### src/rtl/iotlb_pkg.sv
package iotlb_pkg;
  localparam logic [7:0] OFS_CTRL   = 8'h00;
  localparam logic [7:0] OFS_STAT   = 8'h04;
  localparam logic [7:0] OFS_EN     = 8'h08;
  localparam logic [7:0] OFS_FAULT  = 8'h0C;
  localparam logic [7:0] OFS_REPL   = 8'h10;
  localparam logic [7:0] OFS_TAGSTG = 8'h14;
  localparam logic [7:0] OFS_DATSTG = 8'h18;
  localparam logic [7:0] OFS_LOAD   = 8'h1C;
  localparam logic [7:0] OFS_BULK   = 8'h20;
  localparam logic [7:0] OFS_ONE    = 8'h24;
  localparam logic [7:0] OFS_RBTAG  = 8'h28;
  localparam logic [7:0] OFS_RBDAT  = 8'h2C;

  localparam int VICT_LSB = 4;
  localparam int FLOOR_LSB = 10;
  localparam int STAT_W = 5;

  localparam logic [31:0] TAG_KEEP_MASK = 32'hFFFFF00F;
  localparam logic [31:0] DAT_KEEP_MASK = 32'hFFFFF3C0;

  typedef struct packed {
    logic load;
    logic bulkInv;
    logic oneInv;
  } tlbCmd_t;

  function automatic logic [31:0] pageMask(input logic [1:0] sizeCode);
    case (sizeCode)
      2'd0:    pageMask = 32'hFFF00000;
      2'd1:    pageMask = 32'hFFFF0000;
      2'd2:    pageMask = 32'hFFFFF000;
      default: pageMask = 32'hFF000000;
    endcase
  endfunction
endpackage

### src/rtl/iotlb_dpath.sv
module iotlb_dpath import iotlb_pkg::*; #(
  parameter int NUM_ENTRIES = 8,
  localparam int IW = (NUM_ENTRIES > 1) ? $clog2(NUM_ENTRIES) : 1
) (
  input  logic          clk,
  input  logic          rst,
  input  tlbCmd_t       cmd,
  input  logic [IW-1:0] victIdx,
  input  logic [31:0]   tagStage,
  input  logic [31:0]   datStage,
  input  logic [31:0]   invAddr,
  input  logic [31:0]   lkVaddr,
  output logic          lkHit,
  output logic          lkMulti,
  output logic [31:0]   lkPaddr,
  output logic          lkBig,
  output logic [1:0]    lkElem,
  output logic          lkMixed,
  output logic [31:0]   rbTag,
  output logic [31:0]   rbDat
);
  logic [31:0] tagQ [NUM_ENTRIES];
  logic [31:0] datQ [NUM_ENTRIES];
  logic [NUM_ENTRIES-1:0] hitVec;
  logic [NUM_ENTRIES-1:0] invVec;

  // per-entry compare, each under its own page mask
  generate
    for (genvar gi = 0; gi < NUM_ENTRIES; gi++) begin : g_cmp
      logic [31:0] eMask;
      assign eMask = pageMask(tagQ[gi][1:0]);
      assign hitVec[gi] = tagQ[gi][2] && (((lkVaddr ^ tagQ[gi]) & eMask) == 32'd0);
      assign invVec[gi] = (((invAddr ^ tagQ[gi]) & eMask) == 32'd0);
    end
  endgenerate

  always_ff @(posedge clk) begin
    if (rst) begin
      for (int i = 0; i < NUM_ENTRIES; i++) begin
        tagQ[i] <= '0;
        datQ[i] <= '0;
      end
    end else begin
      for (int i = 0; i < NUM_ENTRIES; i++) begin
        if (cmd.load && (victIdx == IW'(i))) begin
          tagQ[i] <= tagStage & TAG_KEEP_MASK;
          datQ[i] <= datStage & DAT_KEEP_MASK;
        end else if (cmd.bulkInv && !tagQ[i][3]) begin
          tagQ[i][2] <= 1'b0;
        end else if (cmd.oneInv && invVec[i]) begin
          tagQ[i][2] <= 1'b0;
        end
      end
    end
  end

  logic [31:0] selMask, selDat;
  always_comb begin
    selMask = '0;
    selDat  = '0;
    for (int i = 0; i < NUM_ENTRIES; i++) begin
      if (hitVec[i]) begin
        selMask = selMask | pageMask(tagQ[i][1:0]);
        selDat  = selDat | datQ[i];
      end
    end
  end

  assign lkMulti = (hitVec & (hitVec - 1'b1)) != '0;
  assign lkHit   = (hitVec != '0) && !lkMulti;
  assign lkPaddr = lkHit ? ((selDat & selMask) | (lkVaddr & ~selMask)) : 32'd0;
  assign lkBig   = lkHit && selDat[9];
  assign lkElem  = lkHit ? selDat[8:7] : 2'd0;
  assign lkMixed = lkHit && selDat[6];
  assign rbTag   = tagQ[victIdx];
  assign rbDat   = datQ[victIdx];
endmodule

### src/rtl/iotlb_ctrl.sv
module iotlb_ctrl import iotlb_pkg::*; #(
  parameter int NUM_ENTRIES = 8,
  localparam int IW = (NUM_ENTRIES > 1) ? $clog2(NUM_ENTRIES) : 1
) (
  input  logic              clk,
  input  logic              rst,
  input  logic              regWr,
  input  logic [7:0]        regAddr,
  input  logic [31:0]       regWdata,
  output logic [31:0]       regRdata,
  input  logic              xlReq,
  input  logic [31:0]       xlVaddr,
  output logic              xlDone,
  output logic              xlHit,
  output logic [31:0]       xlPaddr,
  output logic              xlBigEndian,
  output logic [1:0]        xlElemSize,
  output logic              xlMixed,
  output logic              irq,
  output tlbCmd_t           cmd,
  output logic [IW-1:0]     victIdx,
  output logic [31:0]       tagStage,
  output logic [31:0]       datStage,
  output logic [31:0]       invAddr,
  input  logic              lkHit,
  input  logic              lkMulti,
  input  logic [31:0]       lkPaddr,
  input  logic              lkBig,
  input  logic [1:0]        lkElem,
  input  logic              lkMixed,
  input  logic [31:0]       rbTag,
  input  logic [31:0]       rbDat,
  output logic [STAT_W-1:0] statVal,
  output logic [STAT_W-1:0] enVal,
  output logic [31:0]       faultVal,
  output logic              mmuOn
);
  logic [STAT_W-1:0] statQ, enQ;
  logic [31:0]       faultQ;
  logic              onQ, walkQ;
  logic [IW-1:0]     victQ, floorQ;

  logic wrCtrl, wrStat, wrEn, wrRepl;
  assign wrCtrl = regWr && (regAddr == OFS_CTRL);
  assign wrStat = regWr && (regAddr == OFS_STAT);
  assign wrEn   = regWr && (regAddr == OFS_EN);
  assign wrRepl = regWr && (regAddr == OFS_REPL);

  assign cmd.load    = regWr && (regAddr == OFS_LOAD);
  assign cmd.bulkInv = regWr && (regAddr == OFS_BULK);
  assign cmd.oneInv  = regWr && (regAddr == OFS_ONE);
  assign invAddr     = regWdata;

  logic missEvt, multiEvt;
  assign missEvt  = xlReq && onQ && !lkHit && !lkMulti;
  assign multiEvt = xlReq && onQ && lkMulti;

  logic [STAT_W-1:0] setBits, clrBits;
  always_comb begin
    setBits = '0;
    setBits[0] = missEvt;
    setBits[4] = multiEvt;
    clrBits = wrStat ? regWdata[STAT_W-1:0] : '0;
  end

  always_ff @(posedge clk) begin
    if (rst) begin
      statQ    <= '0;
      enQ      <= '0;
      faultQ   <= '0;
      onQ      <= 1'b0;
      walkQ    <= 1'b0;
      victQ    <= '0;
      floorQ   <= '0;
      tagStage <= '0;
      datStage <= '0;
    end else begin
      statQ <= (statQ & ~clrBits) | setBits;
      if (missEvt || multiEvt) faultQ <= xlVaddr;
      if (wrEn) enQ <= regWdata[STAT_W-1:0];
      if (wrCtrl) begin
        onQ   <= regWdata[1];
        walkQ <= regWdata[2];
      end
      if (regWr && (regAddr == OFS_TAGSTG)) tagStage <= regWdata;
      if (regWr && (regAddr == OFS_DATSTG)) datStage <= regWdata;
      if (wrRepl) begin
        victQ  <= regWdata[VICT_LSB +: IW];
        floorQ <= regWdata[FLOOR_LSB +: IW];
      end else if (cmd.load) begin
        victQ <= (victQ == IW'(NUM_ENTRIES - 1)) ? floorQ : victQ + 1'b1;
      end
    end
  end

  always_ff @(posedge clk) begin
    if (rst) begin
      xlDone      <= 1'b0;
      xlHit       <= 1'b0;
      xlPaddr     <= '0;
      xlBigEndian <= 1'b0;
      xlElemSize  <= '0;
      xlMixed     <= 1'b0;
    end else begin
      xlDone <= xlReq;
      if (xlReq) begin
        if (!onQ) begin
          xlHit       <= 1'b1;
          xlPaddr     <= xlVaddr;
          xlBigEndian <= 1'b0;
          xlElemSize  <= 2'd0;
          xlMixed     <= 1'b0;
        end else begin
          xlHit       <= lkHit;
          xlPaddr     <= lkPaddr;
          xlBigEndian <= lkBig;
          xlElemSize  <= lkElem;
          xlMixed     <= lkMixed;
        end
      end
    end
  end

  always_comb begin
    case (regAddr)
      OFS_CTRL:   regRdata = {29'd0, walkQ, onQ, 1'b0};
      OFS_STAT:   regRdata = 32'(statQ);
      OFS_EN:     regRdata = 32'(enQ);
      OFS_FAULT:  regRdata = faultQ;
      OFS_REPL:   regRdata = (32'(floorQ) << FLOOR_LSB) | (32'(victQ) << VICT_LSB);
      OFS_TAGSTG: regRdata = tagStage;
      OFS_DATSTG: regRdata = datStage;
      OFS_RBTAG:  regRdata = rbTag;
      OFS_RBDAT:  regRdata = rbDat;
      default:    regRdata = 32'd0;
    endcase
  end

  assign irq      = |(statQ & enQ);
  assign victIdx  = victQ;
  assign statVal  = statQ;
  assign enVal    = enQ;
  assign faultVal = faultQ;
  assign mmuOn    = onQ;
endmodule

### src/rtl/iotlb_top.sv
module iotlb_top import iotlb_pkg::*; #(
  parameter int NUM_ENTRIES = 8
) (
  input  logic        clk,
  input  logic        rst,
  input  logic        regWr,
  input  logic [7:0]  regAddr,
  input  logic [31:0] regWdata,
  output logic [31:0] regRdata,
  input  logic        xlReq,
  input  logic [31:0] xlVaddr,
  output logic        xlDone,
  output logic        xlHit,
  output logic [31:0] xlPaddr,
  output logic        xlBigEndian,
  output logic [1:0]  xlElemSize,
  output logic        xlMixed,
  output logic        irq
);
  localparam int IW = (NUM_ENTRIES > 1) ? $clog2(NUM_ENTRIES) : 1;

  tlbCmd_t           cmd;
  logic [IW-1:0]     victIdx;
  logic [31:0]       tagStage, datStage, invAddr;
  logic              lkHit, lkMulti, lkBig, lkMixed;
  logic [31:0]       lkPaddr, rbTag, rbDat;
  logic [1:0]        lkElem;
  logic [STAT_W-1:0] statVal, enVal;
  logic [31:0]       faultVal;
  logic              mmuOn;

  iotlb_ctrl #(.NUM_ENTRIES(NUM_ENTRIES)) i_ctrl (
    .clk(clk), .rst(rst), .regWr(regWr), .regAddr(regAddr), .regWdata(regWdata),
    .regRdata(regRdata), .xlReq(xlReq), .xlVaddr(xlVaddr), .xlDone(xlDone),
    .xlHit(xlHit), .xlPaddr(xlPaddr), .xlBigEndian(xlBigEndian),
    .xlElemSize(xlElemSize), .xlMixed(xlMixed), .irq(irq), .cmd(cmd),
    .victIdx(victIdx), .tagStage(tagStage), .datStage(datStage), .invAddr(invAddr),
    .lkHit(lkHit), .lkMulti(lkMulti), .lkPaddr(lkPaddr), .lkBig(lkBig),
    .lkElem(lkElem), .lkMixed(lkMixed), .rbTag(rbTag), .rbDat(rbDat),
    .statVal(statVal), .enVal(enVal), .faultVal(faultVal), .mmuOn(mmuOn)
  );

  iotlb_dpath #(.NUM_ENTRIES(NUM_ENTRIES)) i_dpath (
    .clk(clk), .rst(rst), .cmd(cmd), .victIdx(victIdx), .tagStage(tagStage),
    .datStage(datStage), .invAddr(invAddr), .lkVaddr(xlVaddr), .lkHit(lkHit),
    .lkMulti(lkMulti), .lkPaddr(lkPaddr), .lkBig(lkBig), .lkElem(lkElem),
    .lkMixed(lkMixed), .rbTag(rbTag), .rbDat(rbDat)
  );
endmodule

### config.mk
export PLATFORM = sky130hd
export DESIGN_NAME = iotlb_top
export DESIGN_NICKNAME = d
export VERILOG_FILES = /design/src/rtl/iotlb_pkg.sv /design/src/rtl/iotlb_dpath.sv /design/src/rtl/iotlb_ctrl.sv /design/src/rtl/iotlb_top.sv
export SDC_FILE = /design/constraint.sdc
export NUM_CORES = 1
export LEC_CHECK = 0
export ABC_AREA = 1
export BUFFER_PORTS_ARGS = -buffer_cell sky130_fd_sc_hd__buf_2
export CAP_MARGIN = 20
export CORE_MARGIN = 4
export CORE_UTILIZATION = 28
export DETAILED_ROUTE_END_ITERATION = 8
export GPL_ROUTABILITY_DRIVEN = 0
export PLACE_DENSITY = 0.47
export SETUP_SLACK_MARGIN = 0.05
export SLEW_MARGIN = 15
export SYNTH_ARGS = -nofsm -noshare
export SYNTH_HDL_FRONTEND = slang
export SYNTH_SLANG_ARGS = --single-unit
### constraint.sdc
create_clock -name clk -period 8.1 [get_ports clk]
set_input_delay 0.405 -clock clk [delete_from_list [all_inputs] [get_ports clk]]
set_output_delay 0.405 -clock clk [all_outputs]
set_load 0.03 [all_outputs]
==> results of run 1 <==
## stage by stage
stage / worst slack (ns) / std cells
after floorplan: 4.943 / 3783
after global placement: 3.333 / 5143
after detailed placement: 3.408 / 5143
after CTS: 3.457 / 5265
after global routing: 3.445 / 5265
final: 3.545 / 5265
## cell type report
class                           count  area [um^2]  area share
Clock buffer                       93         1854     0.05370
Clock inverter                     29        464.2     0.01344
Inverter                          361         1366     0.03957
Multi-Input combinational cell   2654        13400      0.3882
Sequential cell                   539        14640      0.4240
Tap cell                         1403         1755     0.05083
Timing Repair Buffer              186         1046     0.03029
## path summary, 6_finish.rpt
check | startpoint | endpoint | slack, ns | cells after the start
min | regWdata[8] | i_ctrl.tagStage[8]$_SDFFE_PP0P_ | 0.05 | 3
max reg2reg | i_dpath.tagQ[5][20]$_SDFFCE_PN0P_ | i_ctrl.faultVal[14]$_SDFFE_PP0P_ | 3.72 | 16
max | register | regRdata[2] | 3.54 | 8
min reg2reg | i_ctrl.xlPaddr[0]$_SDFFE_PP0P_ | i_ctrl.xlPaddr[0]$_SDFFE_PP0P_ | 0.46 | 2
## tightest hold or removal path: stages
cell and delay, ns:
buf_2 0.10, nor2_1 0.04, nor2_1 0.08
## layer usage
metal  up-vias  part of all wire  global-route usage
li1      12750                 -                   -
met1     13600              0.41              0.3004
met2      1189              0.46              0.3709
met3       293             0.072             0.03253
met4         0             0.058              0.1252
met5         -                 0                   0
## kinds of logic (layout without fill, tap and decap cells)
family	count (synthesis)	in the layout	synth area share
AND/OR/NAND/NOR	1682	1682	0.2320
AO/OA/AOI/OAI	743	743	0.1370
buffers and inverters	590	669	0.07838
flip-flops	539	539	0.4835
XOR/XNOR	206	206	0.05961
adder cells (fa/ha/maj)	22	22	0.009095
multiplexers	1	1	0.0003307
## power by group
group	internal, mW	switching, mW
logic	0.136	0.376
registers	3.02	0.0622
clock network	1.96	1.28
## layout by cell type (no fill, tap or decap), drive strengths merged, types with 2 or more instances in the layout
cell type	count
nor4	27
dfxtp	155
a221oi	18
o2111ai	6
o22ai	37
o221ai	28
buf	186
nand3b	10
xnor2	42
nand2	568
or2	10
inv	367
a21boi	2
nand4	40
o31ai	2
a41oi	6
nor3b	2
xor2	164
ha	22
a21oi	223
nand3	292
bufinv	11
a211oi	12
clkbuf	93
clkinv	10
o41ai	8
nor3	17
o21ai	374
o211ai	22
clkinvlp	2
edfxtp	384
nor2	713
## flip-flops by register name (all words and copies together) (netlist names), 2 cells and up, named ones only
signal,count
i_ctrl.xlPaddr,32
i_ctrl.statVal,5
i_ctrl.enVal,5
i_dpath.tagQ,192
i_ctrl.floorQ,3
i_ctrl.tagStage,32
i_ctrl.victIdx,3
i_ctrl.datStage,32
i_ctrl.xlElemSize,2
i_ctrl.faultVal,32
i_dpath.datQ,192
==> impl_metrics.toml, run 1 <==
[grt]
grt_pass1_wl_mm = 190.8
grt_util_all_layers = 0.2307
overflow = 0
grt_pass1_vias = 26280
grt_max_degree = 148
antenna_found_initial = 4

[critical_path]
path_delay_family = "buffers and inverters"
cp_data_required_time_ns = 7.70
crit_chain = "clkinv_2 -> buf_4 -> a21oi_1 -> o21ai_0 -> nand3_1 -> o211ai_1 -> o2111ai_1 -> buf_2"
cpMaxStageDelayCell = "clkinv_2"
path_buf_inv = 3
end_kind = "output port"
max_stage_delay_ns = 0.83
critPathArrivalTime_ns = 4.15
startpoint_type = "register"
path_max_fanout = 46
crit_type = "reg -> out"

[timing]
rsz0062_at_grt = "false"
drv_slew = 0
relSlewSlack = 0.2683
tns_ns = 0
holdWs_ns = 0.04733
worst_pin_slew_ns = 1.096
skew_ns = 0.03086
fmax_ghz = 0.2195
setup_viol = 0
layout_min_cycle_time_ns = 4.555
min_period_over_period = 0.5624
hold_viol = 0

[route]
via_count = 27820
vias_per_cell = 5.284
finalWirelength_mm = 134.7
firstDrtPassIters = 6
drt_iter0_markers = 3111
wl_per_cell_um = 25.58
drtAntennaViolNets = 0
route.detailed.drc = 0

[power_and_ir_drop]
p_total_mw = 6.844
p_per_area_nw_per_um2 = 198.2
ir_drop_v = 0.0001218
leakage_nw = 12.95

[final_layout]
syn2layout_area_growth_pct = 14.10
fillers = 11340
n_antenna_cell = 0
final_core_util = 0.3221
fin_nets = 3906
drive_gt1_frac = 0.09425
postLayoutCellArea_um2 = 34530

[clocking]
cts_buffers = 66
hold_buffers = 0
numClockSinks = 539
clockBufferDepth = 3
cts_resized = 0
cts-root-buf = "clkbuf_16"
clk_pin_slew_ns = 0.06
htreeDepth = 3
post-cts-setup-buffer-count = 0
insertion_delay_ns = 0.63
tritoncts = "yes"

[synthesis]
synthFlopType = "edfxtp_1"
synthArstFlopShare = 0
syn_area_per_cell_um2 = 8.000
netlist_top_cells_area = "edfxtp_1, dfxtp_1, nor2_1"
synth_edf_count = 384
yosys_register_bits = 539
synth_top_area_frac = 0.3810
yosys_warnings = 0
ys_seq_area_frac = 0.4835
yosysTopAreaCell = "edfxtp_1"
yosysMostFrequentCell = "nor2_1"
synth_cells = 3783
synth_common_cells = "nor2_1, nand2_1, edfxtp_1, o21ai_0, inv_1"
synth.net_count = 3881
yosysUniqueCellTypes = 56
syn-cell-area_um2 = 30270

[die]
fp.dieW_um = 336.8
die_y_um = 336.8
ioPinCount = 147
rows = 120
die_area_um2 = 113400
start_util = 0.2823
design.core.area_um2 = 107200

[worst_hold_path]
hp-class = "in -> reg"

[placement]
io_buffers = 146
placed_area_um2 = 32210
dpl.hpwl_mm = 90.55

[flow_run]
maxCapViolCount = 0

[status]
status = "complete, no violations"
Note: power is estimated with default switching activity, not from simulation.
==> run 2, diff against run 1 <==
--- a/config.mk
+++ b/config.mk
@@ -12,7 +12,7 @@
 export CORE_UTILIZATION = 28
 export DETAILED_ROUTE_END_ITERATION = 8
 export GPL_ROUTABILITY_DRIVEN = 0
-export PLACE_DENSITY = 0.47
+export PLACE_DENSITY = 0.48
 export SETUP_SLACK_MARGIN = 0.05
 export SLEW_MARGIN = 15
 export SYNTH_ARGS = -nofsm -noshare
==> constraint.sdc (replaced) <==
create_clock -name clk -period 3.9 [get_ports clk]
set_input_delay 0.195 -clock clk [delete_from_list [all_inputs] [get_ports clk]]
set_output_delay 0.195 -clock clk [all_outputs]
set_load 0.03 [all_outputs]
==> impl_metrics.toml, run 2 (synthesis results as in run 1) <==
[die]
fp.dieW_um = 336.8
start_util = 0.2823
rows = 120
die_y_um = 336.8
design.core.area_um2 = 107200
die_area_um2 = 113400
ioPinCount = 147

[clocking]
clockBufferDepth = 3
cts-root-buf = "clkbuf_16"
insertion_delay_ns = 0.62
numClockSinks = 539
post-cts-setup-buffer-count = 0
tritoncts = "yes"
htreeDepth = 3
clk_pin_slew_ns = 0.06
cts_buffers = 66

[final_layout]
final_cell_count_no_fill = 5352
final_common_cell = "nor2_1"
largest_registers = "i_dpath.datQ x192, i_dpath.tagQ x192"
drive_gt1_frac = 0.1057
fin_nets = 3993
layout_common_cells = "nor2_1, nand2_1, edfxtp_1"
syn2layout_area_growth_pct = 16.07
fillers = 11370

[route]
finalWirelength_mm = 134.5
drtAntennaViolNets = 0
firstDrtPassIters = 8
via_count = 28370
vias_per_cell = 5.301
route.detailed.drc = 0
drt_iter0_markers = 3134
wl_per_cell_um = 25.13

[critical_path]
crit_type = "reg -> reg"
cp_data_required_time_ns = 4.36
max_stage_delay_ns = 0.44
path_max_fanout = 20
rrSetupSlack_ns = 0.40
crit_chain = "inv_1 -> ha_1 -> nand3_1 -> nand2_1 -> nor2_2 -> nand2_1 -> nor2_1 -> nand2_2 -> nand2_1 -> nor2_1 -> nand2_1 -> nand2_1 -> nand2_1 -> inv_2 -> nand3_4 -> nand2_2 -> nand3_1 -> a21oi_1"
startpoint_type = "register"
cpMostUsedCell = "nand2_1"
critPathArrivalTime_ns = 3.96
end_kind = "register"
cpMaxStageDelayCell = "nand2_2"

[grt]
grt_util_all_layers = 0.2307
grt_pass1_wl_mm = 192.2
grt_pass1_vias = 27190
overflow = 0
antenna_found_initial = 6
grt_max_degree = 103

[timing]
relSlewSlack = 0.2140
setup_viol = 0
tns_ns = 0
rsz0062_at_grt = "false"
hold_viol = 0
layout_min_cycle_time_ns = 3.498
fmax_ghz = 0.2859
drv_slew = 0
min_period_over_period = 0.8969
worst_pin_slew_ns = 1.178
skew_ns = 0.02225
holdWs_ns = 0.04148

[placement]
io_buffers = 146
dpl.hpwl_mm = 93.17
dp_cells = 5204

[power_and_ir_drop]
p_per_area_nw_per_um2 = 385.9
leakage_nw = 13.29
ir_drop_v = 0.0002863

[worst_hold_path]
hp-class = "in -> reg"

[status]
status = "complete, no violations"

[flow_run]
maxCapViolCount = 0
-- run 2: metrics by stage --
stage | setup slack, ns | utilization | power [mW] | instance area (um^2)
2_1_floorplan | 0.9531 | - | 7.138 | 30270
3_3_place_gp | 0.2926 | 0.3062 | 7.619 | 32820
3_5_place_dp | 0.3317 | 0.3062 | 7.615 | 32820
4_1_cts | 0.3310 | 0.3276 | 13.63 | 35120
5_1_grt | 0.2179 | 0.3276 | 13.96 | 35120
6_report | 0.4020 | 0.3277 | 13.56 | 35130
-- run 2: path summary, 6_finish.rpt --
check,startpoint,endpoint,cells past startpoint
setup / recovery,i_dpath.tagQ[5][0]$_SDFFCE_PN0P_,i_ctrl.xlPaddr[4]$_SDFFE_PP0P_,18
hold / removal,xlVaddr[25],i_ctrl.faultVal[25]$_SDFFE_PP0P_,3
setup reg to reg,i_dpath.tagQ[5][0]$_SDFFCE_PN0P_,i_ctrl.xlPaddr[4]$_SDFFE_PP0P_,18
hold reg to reg,i_ctrl.xlPaddr[26]$_SDFFE_PP0P_,i_ctrl.xlPaddr[26]$_SDFFE_PP0P_,2
-- run 2: area by class of cell --
cell class / count / area [um^2] / share of cell area
well taps: 1403 / 1755 / 0.04997
inverters: 361 / 1366 / 0.03889
clock inverters: 28 / 207.7 / 0.005913
multi-input cells: 2654 / 13370 / 0.3806
repair buffers: 273 / 1952 / 0.05556
clock buffers: 91 / 1828 / 0.05204
diodes: 3 / 7.507 / 0.0002137
flip-flops and latches: 539 / 14640 / 0.4168
-- run 2: timing repair --
action	in CTS	in global routing
hold buffers	26	0
hold endpoints to repair	62	0
endpoints found under the setup margin	0	1
gates resized for setup	0	1
-- run 2: critical path: cells and delay by family (launching register included) --
kind | cells | cell delay (ns)
flip-flops | 1 | 0.37
AND/OR/NAND/NOR | 14 | 2.43
AO/OA/AOI/OAI | 1 | 0.08
adder cells (fa/ha/maj) | 1 | 0.32
buffers and inverters | 2 | 0.13
-- run 2: power by group --
group	leakage, nW	switching (mW)	internal [mW]
clock	1.00	2.65	3.37
sequential	5.22	0.138	6.28
combinational	7.07	0.792	0.327
total	13.3	3.58	9.98
-- run 2: metal layers --
metal / vias up / global-route usage / share of wire
li1: 12930 / - / -
met1: 13780 / 0.3010 / 0.41
met2: 1366 / 0.3759 / 0.46
met3: 291 / 0.03253 / 0.076
met4: 4 / 0.1135 / 0.054
met5: - / 0 / 0.00019
